<file path="src/rtl/sigf_pkg.sv">
package sigf_pkg;

    // Number of hash functions; each picks one filter bit per address.
    localparam int NUM_HASH = 2;

    // Hash variants: plain fold, or fold of the bit-reversed address.
    typedef enum logic [0:0] {
        HASH_DIRECT   = 1'b0,
        HASH_REVERSED = 1'b1
    } hash_kind_e;

    // Per-cycle control decoded from the ports.
    typedef struct packed {
        logic clr;
        logic ins;
        logic mrg;
        logic rel;
    } sig_ctl_t;

endpackage

</file>
<file path="src/rtl/sig_hash.sv">
module sig_hash #(
    parameter int                 ADDR_W = 10,
    parameter int                 IDX_W  = 8,
    parameter sigf_pkg::hash_kind_e KIND = sigf_pkg::HASH_DIRECT
) (
    input  logic [ADDR_W-1:0] addr,
    output logic [IDX_W-1:0]  idx
);
    logic [ADDR_W-1:0] src;

    // Optional bit reversal selected by the variant parameter.
    generate
        if (KIND == sigf_pkg::HASH_REVERSED) begin : g_rev
            always_comb begin
                for (int i = 0; i < ADDR_W; i++) begin
                    src[i] = addr[ADDR_W-1-i];
                end
            end
        end else begin : g_dir
            assign src = addr;
        end
    endgenerate

    // XOR fold down to IDX_W bits.
    always_comb begin
        idx = '0;
        for (int i = 0; i < ADDR_W; i++) begin
            idx[i % IDX_W] = idx[i % IDX_W] ^ src[i];
        end
    end
endmodule

</file>
<file path="src/rtl/sig_dirty_bits.sv">
module sig_dirty_bits #(
    parameter int ADDR_W = 10,
    localparam int NUM_WORDS = 1 << ADDR_W
) (
    input  logic              clk,
    input  logic              rst_n,
    input  logic              clr,
    input  logic              set_en,
    input  logic [ADDR_W-1:0] addr,
    output logic              is_dirty
);
    typedef struct packed {
        logic [NUM_WORDS-1:0] bits;
    } dirty_st_t;

    dirty_st_t st_d, st_q;

    assign is_dirty = st_q.bits[addr];

    always_comb begin
        st_d = st_q;
        if (clr) begin
            st_d.bits = '0;
        end else if (set_en) begin
            st_d.bits[addr] = 1'b1;
        end
    end

    always_ff @(posedge clk or negedge rst_n) begin
        if (!rst_n) begin
            st_q <= '0;
        end else begin
            st_q <= st_d;
        end
    end
endmodule

</file>
<file path="src/rtl/sig_export.sv">
module sig_export #(
    parameter int SIG_BITS = 256
) (
    input  logic                clk,
    input  logic                rst_n,
    input  logic                take,
    input  logic [SIG_BITS-1:0] cur_sig,
    output logic                out_valid,
    output logic [SIG_BITS-1:0] out_sig
);
    typedef struct packed {
        logic                vld;
        logic [SIG_BITS-1:0] snap;
    } exp_st_t;

    exp_st_t st_d, st_q;

    always_comb begin
        st_d     = st_q;
        st_d.vld = take;
        if (take) begin
            st_d.snap = cur_sig;
        end
    end

    always_ff @(posedge clk or negedge rst_n) begin
        if (!rst_n) begin
            st_q <= '0;
        end else begin
            st_q <= st_d;
        end
    end

    assign out_valid = st_q.vld;
    assign out_sig   = st_q.snap;
endmodule

</file>
<file path="src/rtl/sig_filter_core.sv">
module sig_filter_core #(
    parameter int SIG_BITS = 256,
    parameter int ADDR_W   = 10,
    localparam int IDX_W   = $clog2(SIG_BITS),
    localparam int NH      = sigf_pkg::NUM_HASH
) (
    input  logic                clk,
    input  logic                rst_n,
    input  logic                st_valid,
    input  logic                st_atomic,
    input  logic [ADDR_W-1:0]   st_addr,
    output logic                st_fresh,
    input  logic [ADDR_W-1:0]   qry_addr,
    output logic                qry_hit,
    input  logic                phase_clr,
    input  logic                mrg_valid,
    input  logic [SIG_BITS-1:0] mrg_sig,
    input  logic                rel,
    output logic                exp_valid,
    output logic [SIG_BITS-1:0] exp_sig
);
    import sigf_pkg::*;

    typedef struct packed {
        logic [SIG_BITS-1:0] sig;
    } core_st_t;

    core_st_t st_d, st_q;
    sig_ctl_t ctl;

    logic [NH-1:0][IDX_W-1:0] st_idx;
    logic [NH-1:0][IDX_W-1:0] q_idx;
    logic [NH-1:0]            q_bits;
    logic [SIG_BITS-1:0]      ins_mask;
    logic                     word_dirty;
    logic [SIG_BITS-1:0]      sig_q;

    assign sig_q = st_q.sig;

    // Hash units for the store and query addresses.
    generate
        for (genvar k = 0; k < NH; k++) begin : g_hash
            localparam hash_kind_e KSEL = (k == 0) ? HASH_DIRECT : HASH_REVERSED;
            sig_hash #(.ADDR_W(ADDR_W), .IDX_W(IDX_W), .KIND(KSEL)) u_st_h (
                .addr (st_addr),
                .idx  (st_idx[k])
            );
            sig_hash #(.ADDR_W(ADDR_W), .IDX_W(IDX_W), .KIND(KSEL)) u_q_h (
                .addr (qry_addr),
                .idx  (q_idx[k])
            );
            assign q_bits[k] = st_q.sig[q_idx[k]];
        end
    endgenerate

    // Membership test on the registered contents.
    assign qry_hit = &q_bits;

    always_comb begin
        ctl.clr = phase_clr;
        ctl.ins = st_valid & st_atomic;
        ctl.mrg = mrg_valid;
        ctl.rel = rel;
    end

    sig_dirty_bits #(.ADDR_W(ADDR_W)) u_dirty (
        .clk      (clk),
        .rst_n    (rst_n),
        .clr      (ctl.clr),
        .set_en   (st_fresh),
        .addr     (st_addr),
        .is_dirty (word_dirty)
    );

    assign st_fresh = ctl.ins & ~word_dirty;

    always_comb begin
        ins_mask = '0;
        for (int k = 0; k < NH; k++) begin
            if (st_fresh) begin
                ins_mask[st_idx[k]] = 1'b1;
            end
        end
    end

    always_comb begin
        st_d = st_q;
        if (ctl.clr) begin
            st_d.sig = '0;
        end else begin
            st_d.sig = st_q.sig | ins_mask | (ctl.mrg ? mrg_sig : '0);
        end
    end

    always_ff @(posedge clk or negedge rst_n) begin
        if (!rst_n) begin
            st_q <= '0;
        end else begin
            st_q <= st_d;
        end
    end

    sig_export #(.SIG_BITS(SIG_BITS)) u_exp (
        .clk       (clk),
        .rst_n     (rst_n),
        .take      (ctl.rel),
        .cur_sig   (st_q.sig),
        .out_valid (exp_valid),
        .out_sig   (exp_sig)
    );
endmodule

</file>
<file path="config.mk">
export PLATFORM = sky130hd
export DESIGN_NAME = sig_filter_core
export DESIGN_NICKNAME = d
export VERILOG_FILES = /design/src/rtl/sigf_pkg.sv /design/src/rtl/sig_hash.sv /design/src/rtl/sig_dirty_bits.sv /design/src/rtl/sig_export.sv /design/src/rtl/sig_filter_core.sv
export SDC_FILE = /design/constraint.sdc
export NUM_CORES = 2
export LEC_CHECK = 0
export BUFFER_PORTS_ARGS = -buffer_cell sky130_fd_sc_hd__buf_4
export CAP_MARGIN = 20
export CORE_AREA = 2 2 286 500
export CTS_BUF_LIST = sky130_fd_sc_hd__clkbuf_4 sky130_fd_sc_hd__clkbuf_8
export CTS_CLUSTER_DIAMETER = 120
export CTS_CLUSTER_SIZE = 30
export DETAILED_ROUTE_END_ITERATION = 10
export DIE_AREA = 0 0 288 502
export PLACE_DENSITY = 0.69
export SYNTH_ARGS = -nofsm -noshare
export SYNTH_HDL_FRONTEND = slang
export SYNTH_SLANG_ARGS = --single-unit
</file>
<file path="constraint.sdc">
create_clock -name clk -period 9.5 [get_ports clk]
set_clock_uncertainty 0.15 [all_clocks]
set_input_delay 0.475 -clock clk [delete_from_list [all_inputs] [get_ports clk]]
set_output_delay 0.475 -clock clk [all_outputs]
set_load 0.05 [all_outputs]
</file>
## Word level (Yosys, flattened, before mapping)

Cells that the tools add are included.

- Bits of input ports: 283
- Register bits after elaboration: 1537
- Word-level logic and storage cells: 46

- Muxes and demuxes: 18
- Bitwise operators: 11
- Reduce and logical (&&, ||, !) cells: 5
- Order comparisons: 8

Operator list:

| kind | number |
|---|---|
| $mux 1024 | 2 |
| $mux 256 | 4 |
| $or 1024x1024->1024 | 1 |
| $or 256x256->256 | 3 |
| $lt 8x9->1 const B | 4 |
| $bmux 1 s8 | 2 |
| $demux 1 s8 | 2 |
| $ge 8x1->1 const B | 2 |
| $lt 10x11->1 const B | 1 |
| $bmux 1 s10 | 1 |
| $demux 1 s10 | 1 |
| $ge 10x1->1 const B | 1 |
| $mux 1 | 6 |
| $xor 1x1->1 | 4 |
| $logic_and 1x1->1 | 3 |
| $and 1x1->1 | 2 |
| $reduce_and 2->1 | 1 |
| $reduce_bool 2->1 | 1 |
| $not 1->1 | 1 |

## Longest topological paths before layout

- Depth in word-level cells: 11
- Mapped depth: 18
- Depth with buffers taken out: 9

## Hierarchy

From an unflattened synthesis, not the netlist that was laid out.

- Cells, all modules: 6714
- Area, all modules: 71317.1 um^2

Modules (own cells, without submodules):

| module | cells an instance | times used | area an instance (um^2) |
|---|---|---|---|
| sig_dirty_bits | 4501 | 1 | 44711.6 |
| sig_filter_core | 1640 | 1 | 16736.1 |
| sig_export | 541 | 1 | 9619.2 |
| sig_hash | 8 | 4 | 62.6 |

## Worst setup path after synthesis

Ideal clock, no wire load.

- Path kind: in2out
- From: input qry_addr[1]
- To: output qry_hit
- Stages: 10
- Path buffers: 2
- Arrival: 3.971 ns
- Path slack: 4.904 ns
- Path through: xnor2_1 -> clkbuf_1 -> clkbuf_1 -> mux4_2 -> mux4_2 -> mux4_2 -> nor2_1 -> a211oi_1 -> a21oi_1 -> a211oi_1

- Longest elaborated chain between the ends: 4
- Elaborated cells on any way between the ends: 6

Ends and longest elaborated chain:

| item | RTL line | source |
|---|---|---|
| from (decl) | sig_filter_core.sv:13 | `input logic [ADDR_W-1:0] qry_addr,` |
| $xor 1x1->1 * | sig_hash.sv:28 | `idx[i % IDX_W] = idx[i % IDX_W] ^ src[i];` |
| $bmux 1 s8 | sig_filter_core.sv:52 | `assign q_bits[k] = st_q.sig[q_idx[k]];` |
| $mux 1 (not written as such) | sig_filter_core.sv:52 |  |
| $reduce_and 2->1 * | sig_filter_core.sv:57 | `assign qry_hit = &q_bits;` |
| to (decl) | sig_filter_core.sv:14 | `output logic qry_hit,` |

Every way passes the cells marked *; elsewhere a longest branch is shown, timed or not. The select of a mux whose other input is x is not followed.

## Worst setup path in the final report

- From: input st_addr[3]
- To: output st_fresh

- Longest elaborated chain between the ends: 4

Ends and longest elaborated chain:

| item | RTL line | source |
|---|---|---|
| from (decl) | sig_filter_core.sv:11 | `input logic [ADDR_W-1:0] st_addr,` |
| $bmux 1 s10 | sig_dirty_bits.sv:18 | `assign is_dirty = st_q.bits[addr];` |
| $mux 1 (not written as such) | sig_dirty_bits.sv:18 |  |
| $not 1->1 | sig_filter_core.sv:75 | `assign st_fresh = ctl.ins & ~word_dirty;` |
| $and 1x1->1 | sig_filter_core.sv:75 |  |
| to (decl) | sig_filter_core.sv:12 | `output logic st_fresh,` |

No other way between the ends. The select of a mux whose other input is x is not followed.

==> metrics.md <==
| Metric | Value |
|---|---|
| Status | completed |
| DIE AREA | between 0.1 and 0.15 sq mm |
| Core ar. | 0.140 sq mm |
| Row cnt | 182 |
| GR Overflow Total | 0 |
| Post-CTS sizing | 0 |
| Via count | around 56,000 |
| DP HPWL | between 150,000 and 200,000 microns |
| Via/cell ratio | 6.63 |
| Worst-Skew Late Latency | around 900 ps |
| Slew @ Worst Pin | 1390 ps |
| Syn Area/Cell | 11.6 sq um |
| Met2 Track Usage GR | 0.582 |
| GRT Overall Usage | 0.371 |
| Routed Antenna Nets | 0 |
| Cell Area, Synth | between 0.07 and 0.08 sq mm |
| P per Cell Area | 144 mW/mm^2 |
| CTS root buf | clkbuf_8 |
| DRC | 0 |
| Crit path required time | 8880 ps |
| Seq/Total Area, Yosys | 0.541 |
| Area delta synth->final | 12.5% |
| Final period util | 0.725 |
| Initial Utilization | 0.507 |
| Leak Pwr | approximately 33 nW |
| Yosys top cell area share | 0.541 |
| Initial antenna violation count | 14 |
| TritonCTS buffer count | 57 |
| Setup_tns | 0 ps |
| Type of origin of the critical path | input port |
| Routed WL | 271,000 microns |
| Final Hold Viols | 0 |
| Yosys cell types | 66 |
| Clock buffer depth | 3 |
| TritonCTS clock tree | built |
| Max-slew violations | 0 |
| Synth Net Count | roughly 6,400 |
| Dominant cell type by area after synthesis | dfrtp_1 |
| Post-layout nets | 6,810 |
| Prevailing post-synth register cell | dfrtp_1 |
| Detailed Route Iter0 Violations | 7,509 |
| Worst setup EP type | primary output |
| Syn Inst Count | 6,109 |
| Final setup violation count | 0 |
| Commonest cells post-synth | dfrtp_1, inv_1, o22ai_1, a21oi_1, mux4_2 |
| Routed WL per cell | around 32 microns |
| I/O pins | between 500 and 600 |
| GR Util met3 | 0.0859 |
| Most common cell in the netlist | dfrtp_1 |
| Final core utilization | 0.571 |
| MaxCap Viol Count | 0 |
| Reg2reg setup slack | 3240 ps |
| Launching point of the worst reg2reg path | u_dirty.st_q[899] |
| Fin crit period | a little under 7000 ps |
| Die height | 502 microns |
| RSZ-0062 raised after global routing | no |
| Pre-antenna DRT Iters | 8 |
| Largest net degree at the start of global routing | 241 |
| Critical Path End | st_fresh |
| Relative slew margins | 0.0732 |
| H-tree depth | 2 |
| Worst Hold Launch | st_addr[7] |
| CP max FO | 89 |
| Number of global-route vias before repair | 55,300 |
| Met1 usage | 0.415 |
| Number of flops mapped to enable cells by yosys | 0 |
| Worst Setup Path Type | in -> out |
| CP Data Arrival Time | 6260 ps |
| Layout cells sized above 1 | 0.232 |
| Worst R2R End | sig_q[155] |
| Maximum vdd ir drop | ~0.11 mV |
| Worst hold path type | in -> reg |
| RePlAce Congestion | between 1 and 1.5 |
| Syn. warnings | 0 |
| CTS clk-pin slew, worst paths | 190 ps |
| Power consumption | roughly 12 mW |
| First-pass GRT wire length | 387,000 microns |
| Worst Reg2Reg Path Length in Cells | 10 |
| Fraction of registers with async set/reset | 1.00 |
| Max Fclk | 145 MHz |
| Critical Path Source | st_addr[3] |
| Busiest grt layer | met2 |
| Die Width | around 290 microns |
| Synth area leaders | dfrtp_1, mux4_2, o22ai_1 |
| # clock sinks | ~1,500 |
| Fillcell total | 11,500 |
| Port Buffers | between 500 and 600 |
| FF+latch count, synth | 1,537 |
per-layer routing:
layer | share of wire | vias up
met4 | 0.12 | 12
li1 | - | 22700
met5 | 0.00028 | -
met2 | 0.46 | 3765
met1 | 0.32 | 28000
met3 | 0.098 | 1147
cell usage in the layout (no fill, tap or decap), types with 115 or more instances in the layout:
master	Yosys	final
a21oi_1	398	398
a22oi_1	115	115
buf_4	21	635
dfrtp_1	1537	1537
dlygate4sd3_1	0	259
inv_1	1028	1028
mux2_2	266	266
mux4_2	390	390
nand3_1	134	126
o21ai_0	130	130
o22ai_1	1012	1012
per-stage QoR:
| step | hold WS (ps) | area, sq um | worst slack (ps) | std cells |
|---|---|---|---|---|
| floorplan | 29.4 | 71200 | 4900 | 6109 |
| global placement | 341 | 76100 | 2290 | 8024 |
| detailed placement | 348 | 76300 | 2320 | 8035 |
| CTS | 19.2 | 79800 | 2860 | 8355 |
| global route | 48.0 | 80000 | 2510 | 8374 |
| finish | 64.8 | 80100 | 2610 | 8379 |
cells by family after synthesis:
kind of cell / synth area share
flops: 0.541
xor+xnor: 0.000985
compound gates: 0.159
simple gates: 0.0305
mux: 0.176
buf+inv: 0.0931
final cells by class:
class | instances | area [sq um] | share of cell area
repair buffers | 939 | 8240 | 0.103
diodes | 10 | 25.0 | 0.000313
well taps | 1840 | 2300 | 0.0288
inverters | 1029 | 3860 | 0.0482
flip-flops and latches | 1537 | 38500 | 0.480
clock inverters | 2 | 37.5 | 0.000469
clock buffers | 59 | 812 | 0.0101
multi-input cells | 2963 | 26300 | 0.329
worst max-delay path, stage by stage:
cell and delay, ps:
buf_4 120, buf_4 590, nor2_4 300, buf_4 360
and3_1 210, a31oi_1 450, nand4_1 250, o41ai_1 1060
o211ai_1 690, a211oi_4 780, buf_12 400, buf_4 320
what timing repair did:
item	in CTS	in global routing
endpoints found under the hold margin	506	0
hold buffers	259	0
buffers inserted	0	0
worst min path at each step:
stage	endpoint	cells after the start	slack, ps
6_report	sig_q[40]	4	60
5_1_grt	sig_q[80]	4	50
4_1_cts	sig_q[80]	4	20
3_5_place_dp	u_exp.out_sig[49]	1	350
3_3_place_gp	u_exp.out_sig[25]	1	340
2_1_floorplan	sig_q[0]	0	30
power breakdown:
| part | switching (mW) | internal [mW] | total, mW |
|---|---|---|---|
| sequential | 0.211 | 6.72 | 6.93 |
| clock | 1.97 | 0.567 | 2.53 |
| combinational | 1.33 | 0.714 | 2.04 |
flip-flops by register name (all words and copies together), names as in the netlist:
name,cells
u_exp.out_valid,1
u_exp.out_sig,256
u_dirty.st_q,1024
sig_q,256
No activity file was read; power rests on OpenSTA's default activity.
